`config.mk`:
```
export PLATFORM = sky130hd
export DESIGN_NAME = video_sync_ctrl
export DESIGN_NICKNAME = d
export VERILOG_FILES = /design/src/rtl/tvr_pkg.sv /design/src/rtl/tvr_pin_sync.sv /design/src/rtl/tvr_sd_counters.sv /design/src/rtl/tvr_lock_rx.sv /design/src/rtl/tvr_hd_counters.sv /design/src/rtl/video_sync_ctrl.sv
export SDC_FILE = /design/constraint.sdc
export NUM_CORES = 1
export LEC_CHECK = 0
export ABC_CLOCK_PERIOD_IN_PS = 5500
export CAP_MARGIN = 20
export CELL_PAD_IN_SITES_DETAIL_PLACEMENT = 2
export CELL_PAD_IN_SITES_GLOBAL_PLACEMENT = 2
export CORE_MARGIN = 3
export CORE_UTILIZATION = 32
export DETAILED_ROUTE_END_ITERATION = 10
export MAX_ROUTING_LAYER = met4
export PLACE_DENSITY_LB_ADDON = 0.1
export SYNTH_ARGS = -nofsm -noshare
export SYNTH_HDL_FRONTEND = slang
export SYNTH_SLANG_ARGS = --single-unit
export TNS_END_PERCENT = 5
```
`constraint.sdc`:
```
create_clock -name clk -period 5.5 [get_ports clk]
set_input_delay 1.1 -clock clk [delete_from_list [all_inputs] [get_ports clk]]
set_output_delay 1.1 -clock clk [all_outputs]
set_load 0.03 [all_outputs]
```
`src/rtl/tvr_pkg.sv`:
```
package tvr_pkg;

  typedef enum logic [1:0] {
    SYNC_IGNORE     = 2'b00,
    SYNC_PHASE_RST  = 2'b01,
    SYNC_TIMING_RST = 2'b10,
    SYNC_FREQ_LOCK  = 2'b11
  } sync_mode_e;

  typedef enum logic [1:0] {
    RX_IDLE  = 2'b00,
    RX_START = 2'b01,
    RX_DATA  = 2'b10
  } rx_state_e;

endpackage

```
`src/rtl/tvr_pin_sync.sv`:
```
module tvr_pin_sync #(
  parameter int STAGES = 2
) (
  input  logic clk,
  input  logic rst_n,
  input  logic pin,
  output logic level,
  output logic rise,
  output logic fall
);

  logic [STAGES:0] chain_q;
  logic [STAGES:0] chain_n;

  always_comb begin
    chain_n = {chain_q[STAGES-1:0], pin};
  end

  always_ff @(posedge clk or negedge rst_n) begin
    if (!rst_n) begin
      chain_q <= '0;
    end else begin
      chain_q <= chain_n;
    end
  end

  assign level = chain_q[STAGES-1];
  assign rise  = chain_q[STAGES-1] & ~chain_q[STAGES];
  assign fall  = ~chain_q[STAGES-1] & chain_q[STAGES];

endmodule

```
`src/rtl/tvr_sd_counters.sv`:
```
module tvr_sd_counters #(
  parameter int H_TOTAL     = 32,
  parameter int V_TOTAL     = 4,
  parameter int FIELDS_PAL  = 8,
  parameter int FIELDS_NTSC = 4
) (
  input  logic                           clk,
  input  logic                           rst_n,
  input  logic                           clr,
  input  logic                           pal_mode,
  output logic [$clog2(H_TOTAL)-1:0]     h_cnt,
  output logic [$clog2(V_TOTAL)-1:0]     v_cnt,
  output logic [$clog2(FIELDS_PAL)-1:0]  field,
  output logic                           line_end,
  output logic                           field_end
);

  localparam int HW = $clog2(H_TOTAL);
  localparam int VW = $clog2(V_TOTAL);
  localparam int FW = $clog2(FIELDS_PAL);
  localparam logic [HW-1:0] H_LAST    = HW'(H_TOTAL - 1);
  localparam logic [VW-1:0] V_LAST    = VW'(V_TOTAL - 1);
  localparam logic [FW-1:0] PAL_LAST  = FW'(FIELDS_PAL - 1);
  localparam logic [FW-1:0] NTSC_LAST = FW'(FIELDS_NTSC - 1);

  logic [HW-1:0] h_q, h_n;
  logic [VW-1:0] v_q, v_n;
  logic [FW-1:0] f_q, f_n;
  logic [FW-1:0] fld_last;

  assign fld_last  = pal_mode ? PAL_LAST : NTSC_LAST;
  assign line_end  = !clr && (h_q == H_LAST);
  assign field_end = line_end && (v_q == V_LAST);

  always_comb begin
    h_n = h_q;
    v_n = v_q;
    f_n = f_q;
    if (clr) begin
      h_n = '0;
      v_n = '0;
      f_n = '0;
    end else if (h_q == H_LAST) begin
      h_n = '0;
      if (v_q == V_LAST) begin
        v_n = '0;
        f_n = (f_q >= fld_last) ? '0 : f_q + 1'b1;
      end else begin
        v_n = v_q + 1'b1;
      end
    end else begin
      h_n = h_q + 1'b1;
    end
  end

  always_ff @(posedge clk or negedge rst_n) begin
    if (!rst_n) begin
      h_q <= '0;
      v_q <= '0;
      f_q <= '0;
    end else begin
      h_q <= h_n;
      v_q <= v_n;
      f_q <= f_n;
    end
  end

  assign h_cnt = h_q;
  assign v_cnt = v_q;
  assign field = f_q;

  // Counter ranges and wrap points
  assert_pixel_bound_R2: assert property (@(posedge clk) disable iff (!rst_n)
    (h_q <= H_LAST) && (v_q <= V_LAST));

  assert_line_wrap_R2: assert property (@(posedge clk) disable iff (!rst_n)
    line_end |=> (h_q == '0));

  assert_field_wrap_R3: assert property (@(posedge clk) disable iff (!rst_n)
    (field_end && (f_q == fld_last)) |=> (f_q == '0));

endmodule

```
`src/rtl/tvr_lock_rx.sv`:
```
module tvr_lock_rx
  import tvr_pkg::*;
#(
  parameter int FRAME_BITS = 67,
  parameter int VAL_BITS   = 22
) (
  input  logic                clk,
  input  logic                rst_n,
  input  logic                enable,
  input  logic                pin_level,
  input  logic                pin_rise,
  output logic                word_valid,
  output logic [VAL_BITS-1:0] word
);

  localparam int CW = $clog2(FRAME_BITS + 1);
  localparam logic [CW-1:0] LAST_BIT = CW'(FRAME_BITS - 1);
  localparam logic [CW-1:0] ALL_BITS = CW'(FRAME_BITS);

  rx_state_e             st_q, st_n;
  logic                  half_q, half_n;
  logic [CW-1:0]         cnt_q, cnt_n;
  logic [FRAME_BITS-1:0] sh_q, sh_n, sh_shift;
  logic [VAL_BITS-1:0]   word_q, word_n;
  logic                  valid_q, valid_n;
  logic                  sample_en;

  assign sh_shift  = {pin_level, sh_q[FRAME_BITS-1:1]};
  assign sample_en = enable && (st_q == RX_DATA) && half_q;

  always_comb begin
    st_n    = st_q;
    half_n  = half_q;
    cnt_n   = cnt_q;
    sh_n    = sh_q;
    word_n  = word_q;
    valid_n = 1'b0;
    if (!enable) begin
      st_n = RX_IDLE;
    end else begin
      case (st_q)
        RX_IDLE: begin
          if (pin_rise) st_n = RX_START;
        end
        RX_START: begin
          st_n   = RX_DATA;
          half_n = 1'b0;
          cnt_n  = '0;
        end
        RX_DATA: begin
          if (!sample_en) begin
            half_n = 1'b1;
          end else begin
            half_n = 1'b0;
            sh_n   = sh_shift;
            cnt_n  = cnt_q + 1'b1;
            if (cnt_q == LAST_BIT) begin
              word_n  = sh_shift[VAL_BITS-1:0];
              valid_n = 1'b1;
              st_n    = RX_IDLE;
            end
          end
        end
        default: st_n = RX_IDLE;
      endcase
    end
  end

  always_ff @(posedge clk or negedge rst_n) begin
    if (!rst_n) begin
      st_q    <= RX_IDLE;
      half_q  <= 1'b0;
      cnt_q   <= '0;
      sh_q    <= '0;
      word_q  <= '0;
      valid_q <= 1'b0;
    end else begin
      st_q    <= st_n;
      half_q  <= half_n;
      cnt_q   <= cnt_n;
      sh_q    <= sh_n;
      word_q  <= word_n;
      valid_q <= valid_n;
    end
  end

  assign word_valid = valid_q;
  assign word       = word_q;

  // Frame bit count never runs past the frame length
  assert_bit_count_R10: assert property (@(posedge clk) disable iff (!rst_n)
    cnt_q <= ALL_BITS);

  // A word is only delivered out of the data phase
  assert_word_from_data_R10: assert property (@(posedge clk) disable iff (!rst_n)
    valid_q |-> ($past(st_q) == RX_DATA));

endmodule

```
`src/rtl/tvr_hd_counters.sv`:
```
module tvr_hd_counters #(
  parameter int H_TOTAL = 40,
  parameter int V_TOTAL = 6
) (
  input  logic                       clk,
  input  logic                       rst_n,
  input  logic                       hold,
  output logic [$clog2(H_TOTAL)-1:0] h_cnt,
  output logic [$clog2(V_TOTAL)-1:0] v_cnt
);

  localparam int HW = $clog2(H_TOTAL);
  localparam int VW = $clog2(V_TOTAL);
  localparam logic [HW-1:0] H_LAST = HW'(H_TOTAL - 1);
  localparam logic [VW-1:0] V_LAST = VW'(V_TOTAL - 1);

  logic [HW-1:0] h_q, h_n;
  logic [VW-1:0] v_q, v_n;

  always_comb begin
    h_n = h_q;
    v_n = v_q;
    if (hold) begin
      h_n = '0;
      v_n = '0;
    end else if (h_q == H_LAST) begin
      h_n = '0;
      v_n = (v_q == V_LAST) ? '0 : v_q + 1'b1;
    end else begin
      h_n = h_q + 1'b1;
    end
  end

  always_ff @(posedge clk or negedge rst_n) begin
    if (!rst_n) begin
      h_q <= '0;
      v_q <= '0;
    end else begin
      h_q <= h_n;
      v_q <= v_n;
    end
  end

  assign h_cnt = h_q;
  assign v_cnt = v_q;

  assert_hd_hold_R12: assert property (@(posedge clk) disable iff (!rst_n)
    hold |=> (h_q == '0 && v_q == '0));

  assert_hd_bound_R12: assert property (@(posedge clk) disable iff (!rst_n)
    (h_q <= H_LAST) && (v_q <= V_LAST));

endmodule

```
`src/rtl/video_sync_ctrl.sv`:
```
module video_sync_ctrl
  import tvr_pkg::*;
#(
  parameter int H_TOTAL     = 32,
  parameter int V_TOTAL     = 4,
  parameter int FIELDS_PAL  = 8,
  parameter int FIELDS_NTSC = 4,
  parameter int HD_H_TOTAL  = 40,
  parameter int HD_V_TOTAL  = 6,
  parameter int PHASE_W     = 32,
  parameter int FRAME_BITS  = 67,
  parameter int FREQ_BITS   = 22,
  parameter int SYNC_STAGES = 2
) (
  input  logic                            clk,
  input  logic                            rst_n,
  input  logic [1:0]                      sync_mode,
  input  logic                            pal_mode,
  input  logic                            sync_pin,
  input  logic                            hd_hold,
  input  logic [PHASE_W-1:0]              cfg_freq,
  output logic [$clog2(H_TOTAL)-1:0]      sd_h,
  output logic [$clog2(V_TOTAL)-1:0]      sd_v,
  output logic [$clog2(FIELDS_PAL)-1:0]   sd_field,
  output logic [PHASE_W-1:0]              sc_phase,
  output logic [PHASE_W-1:0]              sc_freq,
  output logic [$clog2(HD_H_TOTAL)-1:0]   hd_h,
  output logic [$clog2(HD_V_TOTAL)-1:0]   hd_v
);

  localparam int PAD_W = PHASE_W - FREQ_BITS;

  // Reset: asynchronous assert, synchronous release
  logic [1:0] rst_pipe_q;
  logic       rst_core_n;

  always_ff @(posedge clk or negedge rst_n) begin
    if (!rst_n) begin
      rst_pipe_q <= 2'b00;
    end else begin
      rst_pipe_q <= {rst_pipe_q[0], 1'b1};
    end
  end

  assign rst_core_n = rst_pipe_q[1];

  sync_mode_e mode;
  assign mode = sync_mode_e'(sync_mode);

  // Pin conditioning
  logic pin_level, pin_rise, pin_fall;

  tvr_pin_sync #(.STAGES(SYNC_STAGES)) u_pin (
    .clk   (clk),
    .rst_n (rst_core_n),
    .pin   (sync_pin),
    .level (pin_level),
    .rise  (pin_rise),
    .fall  (pin_fall)
  );

  // Mode control
  logic tr_hold_q, tr_hold_n;
  logic scr_pend_q, scr_pend_n;
  logic lock_pend_q, lock_pend_n;
  logic sd_clr, tr_release, scr_clear, lock_apply;
  logic line_end, field_end;
  logic is_tr, is_scr, is_lock;

  assign is_tr   = (mode == SYNC_TIMING_RST);
  assign is_scr  = (mode == SYNC_PHASE_RST);
  assign is_lock = (mode == SYNC_FREQ_LOCK);

  assign sd_clr     = is_tr && (tr_hold_q || pin_rise);
  assign tr_release = is_tr && tr_hold_q && pin_fall;
  assign scr_clear  = is_scr && scr_pend_q && field_end;

  tvr_sd_counters #(
    .H_TOTAL     (H_TOTAL),
    .V_TOTAL     (V_TOTAL),
    .FIELDS_PAL  (FIELDS_PAL),
    .FIELDS_NTSC (FIELDS_NTSC)
  ) u_sd (
    .clk       (clk),
    .rst_n     (rst_core_n),
    .clr       (sd_clr),
    .pal_mode  (pal_mode),
    .h_cnt     (sd_h),
    .v_cnt     (sd_v),
    .field     (sd_field),
    .line_end  (line_end),
    .field_end (field_end)
  );

  // Serial frequency receiver
  logic                 rx_valid;
  logic [FREQ_BITS-1:0] rx_word;

  tvr_lock_rx #(
    .FRAME_BITS (FRAME_BITS),
    .VAL_BITS   (FREQ_BITS)
  ) u_rx (
    .clk        (clk),
    .rst_n      (rst_core_n),
    .enable     (is_lock),
    .pin_level  (pin_level),
    .pin_rise   (pin_rise),
    .word_valid (rx_valid),
    .word       (rx_word)
  );

  assign lock_apply = is_lock && line_end && (lock_pend_q || rx_valid);

  // HD counters
  tvr_hd_counters #(
    .H_TOTAL (HD_H_TOTAL),
    .V_TOTAL (HD_V_TOTAL)
  ) u_hd (
    .clk   (clk),
    .rst_n (rst_core_n),
    .hold  (hd_hold),
    .h_cnt (hd_h),
    .v_cnt (hd_v)
  );

  // Phase and frequency state
  logic [PHASE_W-1:0] phase_q, phase_n;
  logic [PHASE_W-1:0] freq_q, freq_n;
  logic               phase_clr;

  assign phase_clr = tr_release || scr_clear;

  always_comb begin
    tr_hold_n   = is_tr  ? ((tr_hold_q || pin_rise) && !pin_fall) : 1'b0;
    scr_pend_n  = is_scr ? ((scr_pend_q && !field_end) || pin_rise) : 1'b0;
    lock_pend_n = is_lock ? ((lock_pend_q || rx_valid) && !line_end) : 1'b0;

    phase_n = phase_clr ? '0 : phase_q + freq_q;

    freq_n = freq_q;
    if (!is_lock) begin
      freq_n = cfg_freq;
    end else if (lock_apply) begin
      freq_n = {{PAD_W{1'b0}}, rx_word};
    end
  end

  always_ff @(posedge clk or negedge rst_core_n) begin
    if (!rst_core_n) begin
      tr_hold_q   <= 1'b0;
      scr_pend_q  <= 1'b0;
      lock_pend_q <= 1'b0;
      phase_q     <= '0;
      freq_q      <= '0;
    end else begin
      tr_hold_q   <= tr_hold_n;
      scr_pend_q  <= scr_pend_n;
      lock_pend_q <= lock_pend_n;
      phase_q     <= phase_n;
      freq_q      <= freq_n;
    end
  end

  assign sc_phase = phase_q;
  assign sc_freq  = freq_q;

  // Ignore mode: accumulator keeps plain stepping
  assert_ignore_steps_R4: assert property (@(posedge clk) disable iff (!rst_core_n)
    (mode == SYNC_IGNORE) |=> (sc_phase == $past(sc_phase) + $past(sc_freq)));

  assert_tr_held_R5: assert property (@(posedge clk) disable iff (!rst_core_n)
    (is_tr && tr_hold_q) |=> (sd_h == '0 && sd_v == '0 && sd_field == '0));

  assert_tr_restart_R6: assert property (@(posedge clk) disable iff (!rst_core_n)
    tr_release |=> (sc_phase == '0 && sd_h == '0 && sd_field == '0));

  assert_scr_at_field_R7: assert property (@(posedge clk) disable iff (!rst_core_n)
    scr_clear |=> (sc_phase == '0 && sd_h == '0 && sd_v == '0));

  assert_cfg_follow_R9: assert property (@(posedge clk) disable iff (!rst_core_n)
    (!is_lock) |=> (sc_freq == $past(cfg_freq)));

  assert_freq_line_R11: assert property (@(posedge clk) disable iff (!rst_core_n)
    (($past(mode) == SYNC_FREQ_LOCK) && !$stable(sc_freq)) |-> (sd_h == '0));

endmodule

```
==> impl_metrics.csv <==
group,metric,value,unit
cts,cts.sinks,190,
cts,worstSkewPairLatency,450,ps
critical_path,cpMostUsedCell,"nand2_1",
timing,finalCritPeriodShare,0.6594,
placement,dp_hpwl,17720,microns
routing,wire_per_inst,17.87,microns
timing,whs,354.9,ps
finish,fin_area,11310,sq um
critical_path,critical_path_peak_fanout,31,
cts,ctsResizeCount,0,
logic_synthesis,synth-edff-count,0,
routing,dr.max_layer_used,"met4",
cts,clkTransAtPathRegs,80,ps
placement,gp_congestion,0.7809,
job,drv_cap,0,
timing,max-slew-margin-rel,0.3147,
timing,worst_slack,1873,ps
timing,worstMarginPinSlew,1024,ps
placement,pre_cts_ws,1304,ps
pwr,total_power,5.412,mW
global_routing,antenna_found_initial,0,
logic_synthesis,synth_fp_nets,951,
logic_synthesis,synth_area_per_cell,10.38,sq um
cts,cts_buffer_depth,2,
cts,clock-root-buffer,"clkbuf_16",
routing,wl_met3,586,microns
routing,drt-total-wl,24370,microns
floorplanning,pin_count,122,
critical_path,slowest_delay,870,ps
hold_path,holdCritPathClass,"reg -> reg",
floorplanning,die-area,30200,sq um
global_routing,grt_overflow,0,
routing,wl_met1,11480,microns
routing,vias_per_cell,4.981,
floorplanning,initial_utilization,0.3297,
pwr,leakage,5.275,nW
cts,htree_levels,4,
floorplanning,rows,60,
timing,slew_violations,0,
finish,fin_util,0.4140,
floorplanning,die_height,173.8,microns
cts,postCtsSetupRepairBufs,0,
critical_path,end_kind,"flop",
finish,fin_cells,1364,
finish,final_common_cell,"dfrtp_1",
timing,clock_skew,14.64,ps
cts,cts_tree,"done",
timing,finalHoldViolations,0,
finish,drive_gt1_frac,0.1149,
routing,route.vias.total,6794,
pwr,ir_drop,217.4,uV
outcome,status,"finished clean",
logic_synthesis,yosys_warnings,0,
finish,num_antenna_cells,0,
routing,wl_met2,12080,microns
global_routing,grt_max_degree,141,
global_routing,grt_usage,0.1707,
floorplanning,die_x,173.8,microns
global_routing,grt_pass1_vias,7430,
critical_path,crit_slowest_cell,"inv_1",
routing,first_pass_iters,4,
pwr,power_density,478.4,nW/um^2
routing,ant_nets,0,
critical_path,reg2reg_slack,2300,ps
placement,dp_cells,1331,
finish,syn_to_final_growth,25.55,%
logic_synthesis,yosysSeqAreaShare,0.5277,
timing,max_freq,275.7,MHz
routing,drt_iter0_drc,296,
critical_path,worstPathArrival,4010,ps
critical_path,worst-setup-path-type,"in -> reg",
finish,nets,1062,
critical_path,cp.required,5880,ps
logic_synthesis,synthArstFlopShare,1.000,
critical_path,crit_chain,"clkdlybuf4s50_1 -> and2_1 -> buf_4 -> nand3_1 -> inv_1 -> nand2_1 -> nand2_1",
global_routing,grt_pass1_wl,40450,microns
placement,post_dp_cell_area,10630,sq um
timing,final.setup.tns,0,ps
logic_synthesis,synthCells,868,
floorplanning,coreArea,27330,sq um
timing,rsz0062_at_grt,"no",
timing,setup_viol,0,
logic_synthesis,synthesis.area,9010,sq um
logic_synthesis,synth_flop_cell,"dfrtp_1",
critical_path,start_kind,"input port",
timing,period_needed,3627,ps
logic_synthesis,ys_types,56,
cts,holdBufCountCts,0,
cts,numCtsBuffers,17,
routing,post-route-drc-count,0,
logic_synthesis,ys_ff_latch,190,
finish,final_cell_mix,"189 x dfrtp_1, 161 x nand2_1, 121 x clkdlybuf4s50_1",
placement,portBuffers,121,
## critical path: cells and delay by family
kind / cells / cell delay [ps]
buffers and inverters: 3 / 1790
and+or+nand+nor: 4 / 1100
## per-layer routing
metal  vias up  global-route usage
li1       3238                   -
met1      3467              0.2189
met2        73              0.2826
met3        16             0.03219
met4         0             0.03720
met5         -                   -
## synthesized netlist by cell type, drive strengths merged (8+ instances only)
library cell,number,area [sq um]
a21o,8,60.06
a21oi,44,220.2
a22o,10,87.58
a31oi,28,190.2
and3,9,56.30
clkbuf,33,123.9
dfrtp,190,4755
ha,43,538.0
inv,19,71.32
mux2,68,769.5
mux2i,8,80.08
nand2,161,604.3
nand2b,10,62.56
nand3,20,100.1
nand4,9,56.30
nor2,74,277.8
nor3,18,90.09
o21ai,24,123.9
xnor2,17,148.9
xor2,13,113.9
## state kept, by name, summed over array words and instances, names as in the netlist
signal,count
u_sd.h_cnt,5
rst_pipe_q,2
lock_pend_q,1
scr_pend_q,1
u_hd.v_cnt,3
u_sd.v_cnt,2
u_rx.st_q,2
u_sd.field,3
u_rx.word,22
u_pin.chain_q,3
sc_freq,32
u_hd.h_cnt,6
sc_phase,32
u_rx.cnt_q,7
u_rx.half_q,1
u_rx.sh_q,66
tr_hold_q,1
u_rx.word_valid,1
## logic make-up after synthesis
| group | count (synthesis) | synth area share |
|---|---|---|
| muxes | 76 | 0.09429 |
| DFF | 190 | 0.5277 |
| AOI/OAI and AO/OA | 154 | 0.1115 |
| xor gates and xnor gates | 30 | 0.02916 |
| buffers and inverters | 54 | 0.02250 |
| and+or+nand+nor | 319 | 0.1525 |
| adders and majority gates | 44 | 0.06194 |
| other | 1 | 0.0004162 |
## cell type report
| cell class | instances | area (sq um) |
|---|---|---|
| fillers | 2946 | 16010 |
| flip-flops and latches | 190 | 4758 |
| multi-input cells | 624 | 4069 |
| repair buffers | 127 | 1281 |
| well taps | 372 | 465.4 |
| clock buffers | 17 | 425.4 |
| clock inverters | 15 | 241.5 |
| inverters | 19 | 71.32 |
## report_power, final
group          switching, mW  leakage (nW)  internal [mW]
logic                   1.34          2.47          0.923
clock network          0.649         0.320          0.753
registers              0.159          2.48           1.59
## worst paths after layout
check | end | depth (start not counted) | start
max | u_rx.word[16] | 7 | sync_mode[1]
min | rst_pipe_q[1] | 0 | rst_pipe_q[0]
max reg2reg | sc_phase[26] | 10 | sc_freq[0]
min reg2reg | rst_pipe_q[1] | 0 | rst_pipe_q[0]
max in group asynchronous | sc_phase[1] | 1 | rst_pipe_q[1]
min in group asynchronous | u_sd.h_cnt[0] | 0 | rst_pipe_q[1]
(Power assumes the default switching activity.)
